## src/rtl/smv_pkg.sv

```systemverilog
// Shared types for the subvector move sequencer.
// Assumes SUBVL is encoded in 3 bits; only 1..4 are legal group sizes.
package smv_pkg;

    // Operation selected at start
    typedef enum logic [1:0] {
        OP_GATHER  = 2'd0,
        OP_SCATTER = 2'd1,
        OP_PACK    = 2'd2
    } smv_op_e;

    // Sequencer phase
    typedef enum logic [1:0] {
        ST_IDLE = 2'd0,
        ST_RUN  = 2'd1,
        ST_FIN  = 2'd2
    } smv_state_e;

    // Map an illegal group size onto 1
    function automatic logic [2:0] norm_subvl(input logic [2:0] s);
        return (s >= 3'd1 && s <= 3'd4) ? s : 3'd1;
    endfunction

endpackage

```

## src/rtl/smv_ctrl.sv

```systemverilog
// Sequencer control: accepts a start, then steps an element counter and,
// in pack mode, a byte counter inside each element.
// Assumes op_i, subvl_i and vl_i are the values latched at acceptance.
module smv_ctrl
    import smv_pkg::*;
#(
    parameter int MAXVL = 16,
    parameter int VLW   = $clog2(MAXVL + 1),
    parameter int IW    = $clog2(MAXVL)
) (
    input  logic            clk,
    input  logic            rst_n,
    input  logic            start_i,
    input  logic [VLW-1:0]  vl_start_i,
    input  smv_op_e         op_i,
    input  logic [2:0]      subvl_i,
    input  logic [VLW-1:0]  vl_i,
    output smv_state_e      state_o,
    output logic [IW-1:0]   elem_o,
    output logic [1:0]      byte_o,
    output logic            elem_last_o,
    output logic            accept_o
);

    smv_state_e     state_q;
    logic [IW-1:0]  elem_q;
    logic [1:0]     byte_q;
    logic           elem_final;

    // Acceptance only from idle
    assign accept_o = start_i && (state_q == ST_IDLE);

    // Last cycle of the current element
    assign elem_last_o = (op_i != OP_PACK) || ({1'b0, byte_q} == (subvl_i - 3'd1));

    // Last element of the vector
    assign elem_final = (VLW'(elem_q) == (vl_i - VLW'(1)));

    // Phase and counter update
    always_ff @(posedge clk) begin
        if (!rst_n) begin
            state_q <= ST_IDLE;
            elem_q  <= '0;
            byte_q  <= '0;
        end else begin
            case (state_q)
                ST_IDLE: begin
                    if (accept_o) begin
                        elem_q  <= '0;
                        byte_q  <= '0;
                        state_q <= (vl_start_i == '0) ? ST_FIN : ST_RUN;
                    end
                end
                ST_RUN: begin
                    if (!elem_last_o) begin
                        byte_q <= byte_q + 2'd1;
                    end else begin
                        byte_q <= '0;
                        if (elem_final) begin
                            elem_q  <= '0;
                            state_q <= ST_FIN;
                        end else begin
                            elem_q <= elem_q + IW'(1);
                        end
                    end
                end
                default: state_q <= ST_IDLE;
            endcase
        end
    end

    assign state_o = state_q;
    assign elem_o  = elem_q;
    assign byte_o  = byte_q;

    // a zero-length start goes straight to the finishing phase
    assert_zero_vl_R9: assert property (@(posedge clk) disable iff (!rst_n)
        (state_q == ST_IDLE && start_i && vl_start_i == '0) |=> (state_q == ST_FIN));

    // the element counter never passes the latched length
    assert_elem_in_range_R1: assert property (@(posedge clk) disable iff (!rst_n)
        (state_q == ST_RUN) |-> (VLW'(elem_q) < vl_i));

endmodule

```

## src/rtl/smv_addr.sv

```systemverilog
// Address generator: derives the read address, write address and byte lane
// from the element and byte counters. Gather strides the source, scatter
// strides the destination, and pack walks contiguous source bytes.
// Assumes the register count is a power of two, so addresses wrap.
module smv_addr
    import smv_pkg::*;
#(
    parameter int AW    = 5,
    parameter int IW    = 4,
    parameter int LANES = 4,
    parameter int LW    = $clog2(LANES)
) (
    input  smv_op_e        op_i,
    input  logic [AW-1:0]  rs_i,
    input  logic [AW-1:0]  rd_i,
    input  logic [2:0]     subvl_i,
    input  logic [IW-1:0]  elem_i,
    input  logic [1:0]     byte_i,
    output logic [AW-1:0]  raddr_o,
    output logic [AW-1:0]  waddr_o,
    output logic [LW-1:0]  lane_o
);

    localparam int GW = IW + 3;

    logic [GW-1:0] grp;
    logic [GW-1:0] bidx;

    // Group offset and flat byte index
    always_comb begin
        grp  = GW'(elem_i) * GW'(subvl_i);
        bidx = grp + GW'(byte_i);
    end

    // Stride selection per operation
    always_comb begin
        lane_o = bidx[LW-1:0];
        case (op_i)
            OP_SCATTER: begin
                raddr_o = rs_i + AW'(elem_i);
                waddr_o = rd_i + AW'(grp);
            end
            OP_PACK: begin
                raddr_o = rs_i + AW'(bidx >> LW);
                waddr_o = rd_i + AW'(elem_i);
            end
            default: begin
                raddr_o = rs_i + AW'(grp);
                waddr_o = rd_i + AW'(elem_i);
            end
        endcase
    end

endmodule

```

## src/rtl/smv_pack.sv

```systemverilog
// Byte packer: selects one byte lane of the read data each cycle and
// merges it into position byte_i of a word under construction.
// Assumes byte_i restarts at 0 for every destination word.
module smv_pack #(
    parameter int XLEN  = 32,
    parameter int LANES = XLEN / 8,
    parameter int LW    = $clog2(LANES)
) (
    input  logic             clk,
    input  logic             rst_n,
    input  logic             active_i,
    input  logic [2:0]       subvl_i,
    input  logic [XLEN-1:0]  rdata_i,
    input  logic [LW-1:0]    lane_i,
    input  logic [1:0]       byte_i,
    output logic [XLEN-1:0]  word_o
);

    logic [7:0]       lane_bytes [LANES];
    logic [7:0]       sel_byte;
    logic [XLEN-1:0]  acc_q;

    // Split the read word into byte lanes
    for (genvar g = 0; g < LANES; g++) begin : g_lane
        assign lane_bytes[g] = rdata_i[8*g +: 8];
    end

    assign sel_byte = lane_bytes[lane_i];

    // Merge the selected byte; the first byte clears older contents
    always_comb begin
        word_o = ((byte_i == 2'd0) ? '0 : acc_q)
               | (XLEN'(sel_byte) << {byte_i, 3'b000});
    end

    // Hold the partial word between byte cycles
    always_ff @(posedge clk) begin
        if (!rst_n) begin
            acc_q <= '0;
        end else if (active_i) begin
            acc_q <= word_o;
        end
    end

    // byte position stays inside the group size
    assert_byte_range_R5: assert property (@(posedge clk) disable iff (!rst_n)
        active_i |-> ({1'b0, byte_i} < subvl_i));

endmodule

```

## src/rtl/smv_seq.sv

```systemverilog
// Top of the subvector move sequencer. Latches the operation at start,
// drives a combinational read of the source register file, and registers
// one predicated write per element, followed by a one-cycle done pulse.
// Assumes the register file returns read data in the same cycle and that
// no write in flight targets a register still to be read.
module smv_seq
    import smv_pkg::*;
#(
    parameter int AW    = 5,
    parameter int XLEN  = 32,
    parameter int MAXVL = 16,
    parameter int VLW   = $clog2(MAXVL + 1),
    parameter int IW    = $clog2(MAXVL),
    parameter int LANES = XLEN / 8,
    parameter int LW    = $clog2(LANES)
) (
    input  logic             clk,
    input  logic             rst_n,
    input  logic             start_i,
    input  logic             mode_i,
    input  logic             pack_i,
    input  logic [AW-1:0]    rs_i,
    input  logic [AW-1:0]    rd_i,
    input  logic [VLW-1:0]   vl_i,
    input  logic [2:0]       subvl_i,
    input  logic [MAXVL-1:0] pred_i,
    output logic [AW-1:0]    rf_raddr_o,
    input  logic [XLEN-1:0]  rf_rdata_i,
    output logic             rf_we_o,
    output logic [AW-1:0]    rf_waddr_o,
    output logic [XLEN-1:0]  rf_wdata_o,
    output logic             done_o
);

    smv_op_e            op_q;
    logic [AW-1:0]      rs_q;
    logic [AW-1:0]      rd_q;
    logic [VLW-1:0]     vl_q;
    logic [2:0]         subvl_q;
    logic [MAXVL-1:0]   pred_q;

    smv_state_e         state;
    logic [IW-1:0]      elem;
    logic [1:0]         byte_idx;
    logic               elem_last;
    logic               accept;
    logic [AW-1:0]      waddr_c;
    logic [LW-1:0]      lane;
    logic [XLEN-1:0]    packed_word;
    logic               wr_fire;

    logic               we_q;
    logic [AW-1:0]      waddr_q;
    logic [XLEN-1:0]    wdata_q;
    logic               done_q;

    // Capture the operation when a start is accepted
    always_ff @(posedge clk) begin
        if (!rst_n) begin
            op_q    <= OP_GATHER;
            rs_q    <= '0;
            rd_q    <= '0;
            vl_q    <= '0;
            subvl_q <= 3'd1;
            pred_q  <= '0;
        end else if (accept) begin
            op_q    <= pack_i ? OP_PACK : (mode_i ? OP_SCATTER : OP_GATHER);
            rs_q    <= rs_i;
            rd_q    <= rd_i;
            vl_q    <= vl_i;
            subvl_q <= norm_subvl(subvl_i);
            pred_q  <= pred_i;
        end
    end

    smv_ctrl #(
        .MAXVL (MAXVL),
        .VLW   (VLW),
        .IW    (IW)
    ) i_ctrl (
        .clk         (clk),
        .rst_n       (rst_n),
        .start_i     (start_i),
        .vl_start_i  (vl_i),
        .op_i        (op_q),
        .subvl_i     (subvl_q),
        .vl_i        (vl_q),
        .state_o     (state),
        .elem_o      (elem),
        .byte_o      (byte_idx),
        .elem_last_o (elem_last),
        .accept_o    (accept)
    );

    smv_addr #(
        .AW    (AW),
        .IW    (IW),
        .LANES (LANES),
        .LW    (LW)
    ) i_addr (
        .op_i    (op_q),
        .rs_i    (rs_q),
        .rd_i    (rd_q),
        .subvl_i (subvl_q),
        .elem_i  (elem),
        .byte_i  (byte_idx),
        .raddr_o (rf_raddr_o),
        .waddr_o (waddr_c),
        .lane_o  (lane)
    );

    smv_pack #(
        .XLEN  (XLEN),
        .LANES (LANES),
        .LW    (LW)
    ) i_pack (
        .clk      (clk),
        .rst_n    (rst_n),
        .active_i ((state == ST_RUN) && (op_q == OP_PACK)),
        .subvl_i  (subvl_q),
        .rdata_i  (rf_rdata_i),
        .lane_i   (lane),
        .byte_i   (byte_idx),
        .word_o   (packed_word)
    );

    // An element completes and its predicate allows the write
    assign wr_fire = (state == ST_RUN) && elem_last && pred_q[elem];

    // Register the write port and the done pulse
    always_ff @(posedge clk) begin
        if (!rst_n) begin
            we_q    <= 1'b0;
            waddr_q <= '0;
            wdata_q <= '0;
            done_q  <= 1'b0;
        end else begin
            we_q   <= wr_fire;
            done_q <= (state == ST_FIN);
            if (wr_fire) begin
                waddr_q <= waddr_c;
                wdata_q <= (op_q == OP_PACK) ? packed_word : rf_rdata_i;
            end
        end
    end

    assign rf_we_o    = we_q;
    assign rf_waddr_o = waddr_q;
    assign rf_wdata_o = wdata_q;
    assign done_o     = done_q;

    // completion is a single-cycle pulse
    assert_done_single_R8: assert property (@(posedge clk) disable iff (!rst_n)
        done_o |=> !done_o);

    // a write only follows a cycle spent stepping elements
    assert_write_after_run_R7: assert property (@(posedge clk) disable iff (!rst_n)
        rf_we_o |-> $past(state == ST_RUN));

    // latched operation holds while busy
    assert_cfg_hold_R10: assert property (@(posedge clk) disable iff (!rst_n)
        (state != ST_IDLE) |=> ($stable(rs_q) && $stable(rd_q) && $stable(vl_q)
                                && $stable(op_q) && $stable(pred_q)));

endmodule

```

## config.mk

```make
export PLATFORM = sky130hd
export DESIGN_NAME = smv_seq
export DESIGN_NICKNAME = d
export VERILOG_FILES = /design/src/rtl/smv_pkg.sv /design/src/rtl/smv_ctrl.sv /design/src/rtl/smv_addr.sv /design/src/rtl/smv_pack.sv /design/src/rtl/smv_seq.sv
export SDC_FILE = /design/constraint.sdc
export NUM_CORES = 1
export LEC_CHECK = 0
export BUFFER_PORTS_ARGS = -buffer_cell sky130_fd_sc_hd__clkbuf_2
export CAP_MARGIN = 20
export CORE_MARGIN = 10
export CORE_UTILIZATION = 30
export DETAILED_ROUTE_END_ITERATION = 7
export HOLD_SLACK_MARGIN = 0.03
export PLACE_DENSITY = 0.59
export SYNTH_ARGS = -nofsm -noshare
export SYNTH_HDL_FRONTEND = slang
export SYNTH_HIERARCHICAL = 1
export SYNTH_SLANG_ARGS = --single-unit
export TNS_END_PERCENT = 50
```

## constraint.sdc

```tcl
create_clock -name clk -period 3.9 [get_ports clk]
set_input_delay 0.78 -clock clk [delete_from_list [all_inputs] [get_ports clk]]
set_output_delay 0.78 -clock clk [all_outputs]
set_load 0.05 [all_outputs]
```

==> metrics.txt <==
number of H-tree levels=4; clock-pin slew on the worst setup and hold paths=0.06 ns; post-layout minimum cycle time=4.70 ns; mux cell area share after synthesis=15.8%; RR Endpoint=rf_wdata_o[26]; Max FO, Critical Path=2; aggregate negative setup slack=-2.09 ns; cell area after synthesis=6470 um2; placed inst area=7620 um2; DP HPWL=14.1 mm; number of register bits inferred by synthesis=115; area share of fa/ha/maj cells after synthesis=5.92%; buffer cell driving the clock tree root=clkbuf_16; post-synth net total=780; simple-gate area share of the yosys netlist=14.9%; Core Box Area=21100 um2; later-pin clock latency in the skew report=0.42 ns; crit end category=primary output; dominant combinational cell family by area after synthesis=compound AO/OA/AOI/OAI gates; worst rel slew slack=40.2%; overall die area=27800 um2; first-pass GRT wire length=31.0 mm; xor/xnor share of the synthesized area=3.31%; cells on worst reg2reg path=11; async set-or-reset flop fraction in the synthesized netlist=0%; number of vias per cell=4.99; Die Wd=167 um; count of distinct cell types in the synthesized netlist=61; I/O pin cnt=115; final max-slew violation count=0; fill count=2084; wirelength, routed=19.4 mm; final total power=3600 uW; number of synthesized flops with an enable pin=0; initial antenna violation count=0; leakage=0.00394 uW; VDD IR max=268 uV; Hold Path Stages=2; unrepaired setup endpoints after global routing=yes; final clock period utilization by the worst path=120%; Layout Cells excl Fill=1103; post-route worst setup slack=-0.796 ns; PD cells=429 nW/um2; area of combinational cells with multiple inputs=3960 um2; data required time of the worst path=3.12 ns; largest net degree at the start of global routing=41; aggregate global-route resource usage=13.6%; effective utilization at floorplan=30.7%; height of the chip=167 um; number of standard-cell rows in the floorplan=53; setup violation total in the final timing report=4; number of warnings issued by yosys=6; area taken by flip-flops and latches=2320 um2; clock buffer count from CTS=17; number of failing hold endpoints at the final stage=0; fraction of the core area covered by cells at the end of the flow=39.8%; 1st-iter DRT viols=326; net count of the finished layout=913; number of iterations in the first detailed-routing pass=5; fin area=8390 um2; proportion of layout cells with a drive suffix above 1=29.8%; n_diodes=0; Critical R2R Launch=subvl_q[0]; complex-gate fraction of the synthesized area=19.1%; maximum clock rate=0.213 GHz; RD Place Congestion=0.796; DR WL/cell=17.6 um; Worst-Margin Slew=0.897 ns; clock tree from TritonCTS=yes; total global routing overflow=0; Clock Skews=0.00771 ns; instance count of the mapped netlist=682; number of port buffers=114; sequential element share of the synthesized area=35.6%; class of the worst hold path=flop to flop; result of the run=finished with violations; hold-critical path endpoint=rf_waddr_o[1]; remaining antenna violation count=0; area overhead of the layout relative to synthesis=29.7%; category of the worst setup path launch point=flop; most used flip-flop cell after synthesis=dfxtp_1; worst setup path class=flop to primary output; post-route DRC violation count=0; Hold Startpoint=rf_waddr_o[1]; count of vias placed by the detailed router=5499; total placed cells including tap cells=1064; FF-to-FF setup slack=0.53 ns; vias in the first global route=5557; reported max-cap violation count=0; total clock sinks=115; number of buffers between clock root and the deepest sink=2; failing checks=setup timing; per-instance average area after synthesis=9.49 um2; crit path DAT=3.92 ns
-- worst max path at each step --
stage	from	end	slack (ns)
floorplan	i_ctrl/elem_o[0]	rf_raddr_o[2]	-0.38
global placement	subvl_q[2]	rf_raddr_o[4]	-0.42
detailed placement	subvl_q[2]	rf_raddr_o[4]	-0.47
CTS	i_ctrl/elem_o[2]	rf_raddr_o[4]	-0.79
global route	i_ctrl/elem_o[2]	rf_raddr_o[4]	-0.98
finish	i_ctrl/elem_o[2]	rf_raddr_o[4]	-0.80
-- sequential cells by signal, summed over array words and instances (netlist names) --
register / cells
rf_wdata_o: 32
done_o: 1
rf_waddr_o: 5
i_ctrl/elem_o: 4
rs_q: 5
subvl_q: 3
vl_q: 5
i_pack/acc_q: 32
i_ctrl/state_o: 2
i_ctrl/byte_o: 2
rf_we_o: 1
pred_q: 16
rd_q: 5
op_q: 2
-- power by group --
group          leakage [uW]  switching (uW)  internal [uW]
registers          0.000937            42.0           1230
clock network      0.000302             616           1100
logic               0.00271             357            258
total               0.00394            1010           2590
-- critical path: stages (launching register included) --
cell and delay [ns]:
dfxtp_4 0.36, nand2_4 0.05, fa_1 0.55, inv_2 0.05, ha_4 0.15, fa_2 0.55, nand3_2 0.09, xnor2_1 0.13
a221oi_1 0.26, a21oi_1 0.08, ha_1 0.30, a21o_1 0.20, a21oi_2 0.17, xor2_2 0.24, xnor2_4 0.15, buf_12 0.15
-- routing by layer --
layer / vias to the layer above / track usage [%] / wire (um)
met2: 159 / 21.5 / 9080
met4: 0 / 3.63 / 240
li1: 2710 / - / -
met1: 2613 / 17.4 / 8760
met5: - / 0 / 0
met3: 17 / 4.54 / 1280
-- cell usage in the layout, fill, tap and decap left out, types with 6 or more instances in the layout --
cell	count
dfxtp_1	109
ha_1	18
a21o_1	7
nor2b_1	37
a21oi_1	26
mux2i_1	73
mux4_2	10
clkbuf_16	17
buf_4	45
o211ai_1	8
nor2_1	26
nand2_1	49
inv_1	28
and2_1	8
a22o_1	25
buf_12	6
o21ai_0	50
nand2b_1	7
nand3_1	11
xnor2_1	13
clkbuf_2	109
o211a_1	32
-- cells in the mapped netlist (2+ instances only) --
cell      count  area share, %
o21ai_1       2           0.15
a21boi_0      3           0.35
nand4b_1      2           0.27
clkbuf_2      2           0.15
clkbuf_1     32            1.9
nand4_1       5           0.48
inv_1        30            1.7
ha_1         21            4.1
and3b_1       2           0.27
or2_1         2           0.19
mux2i_1      74             11
nand2b_1      7           0.68
mux2_2        5           0.87
nor2_2        2           0.19
buf_6         6            1.0
xnor2_1      17            2.3
and2_1        8           0.77
nor2b_1      38            3.7
a21oi_1      29            2.2
mux4_2       10            3.5
nand3b_1      5           0.58
nor2_1       26            1.5
dfxtp_1     115             36
nor3_1        2           0.15
o211ai_1      8           0.93
fa_1          6            1.9
a22o_1       25            3.4
nand3_1      12           0.93
o22ai_1       2           0.19
buf_1         4           0.23
a21o_1        7           0.81
o211a_1      32            5.0
a22oi_1       4           0.46
nor3b_1       2           0.23
a31oi_1       2           0.19
o21ai_0      51            3.9
buf_2         4           0.31
o21a_1        2           0.23
nand2_1      52            3.0
xor2_1        3           0.41
-- cell families after synthesis --
group | count (synthesis)
buffers and inverters | 78
xor gates and xnor gates | 22
AOI/OAI and AO/OA | 175
and+or+nand+nor | 176
DFF | 115
muxes | 89
adders and majority gates | 27
-- cell type report --
type | instances | share of cell area (%)
timing repair buffer | 162 | 12.1
clock buffer | 18 | 5.23
inverter | 30 | 1.34
sequential | 115 | 27.6
clock inverter | 14 | 2.37
multi-input combinational | 489 | 47.2
tap | 275 | 4.10
-- stage by stage --
step,hold WS (ns),worst slack (ns)
after floorplan,0.437,-0.383
after global placement,0.446,-0.416
after detailed placement,0.452,-0.475
after CTS,0.460,-0.790
after global routing,0.483,-0.981
final,0.453,-0.796
-- repair_timing --
action,CTS,global route
endpoints found under the hold margin,0,0
hold buffers,0,0
pin swaps,17,7
gates resized for setup,10,10
setup endpoints to repair,4,4
setup buffers,6,1
No activity file was read; power rests on OpenSTA's default activity.
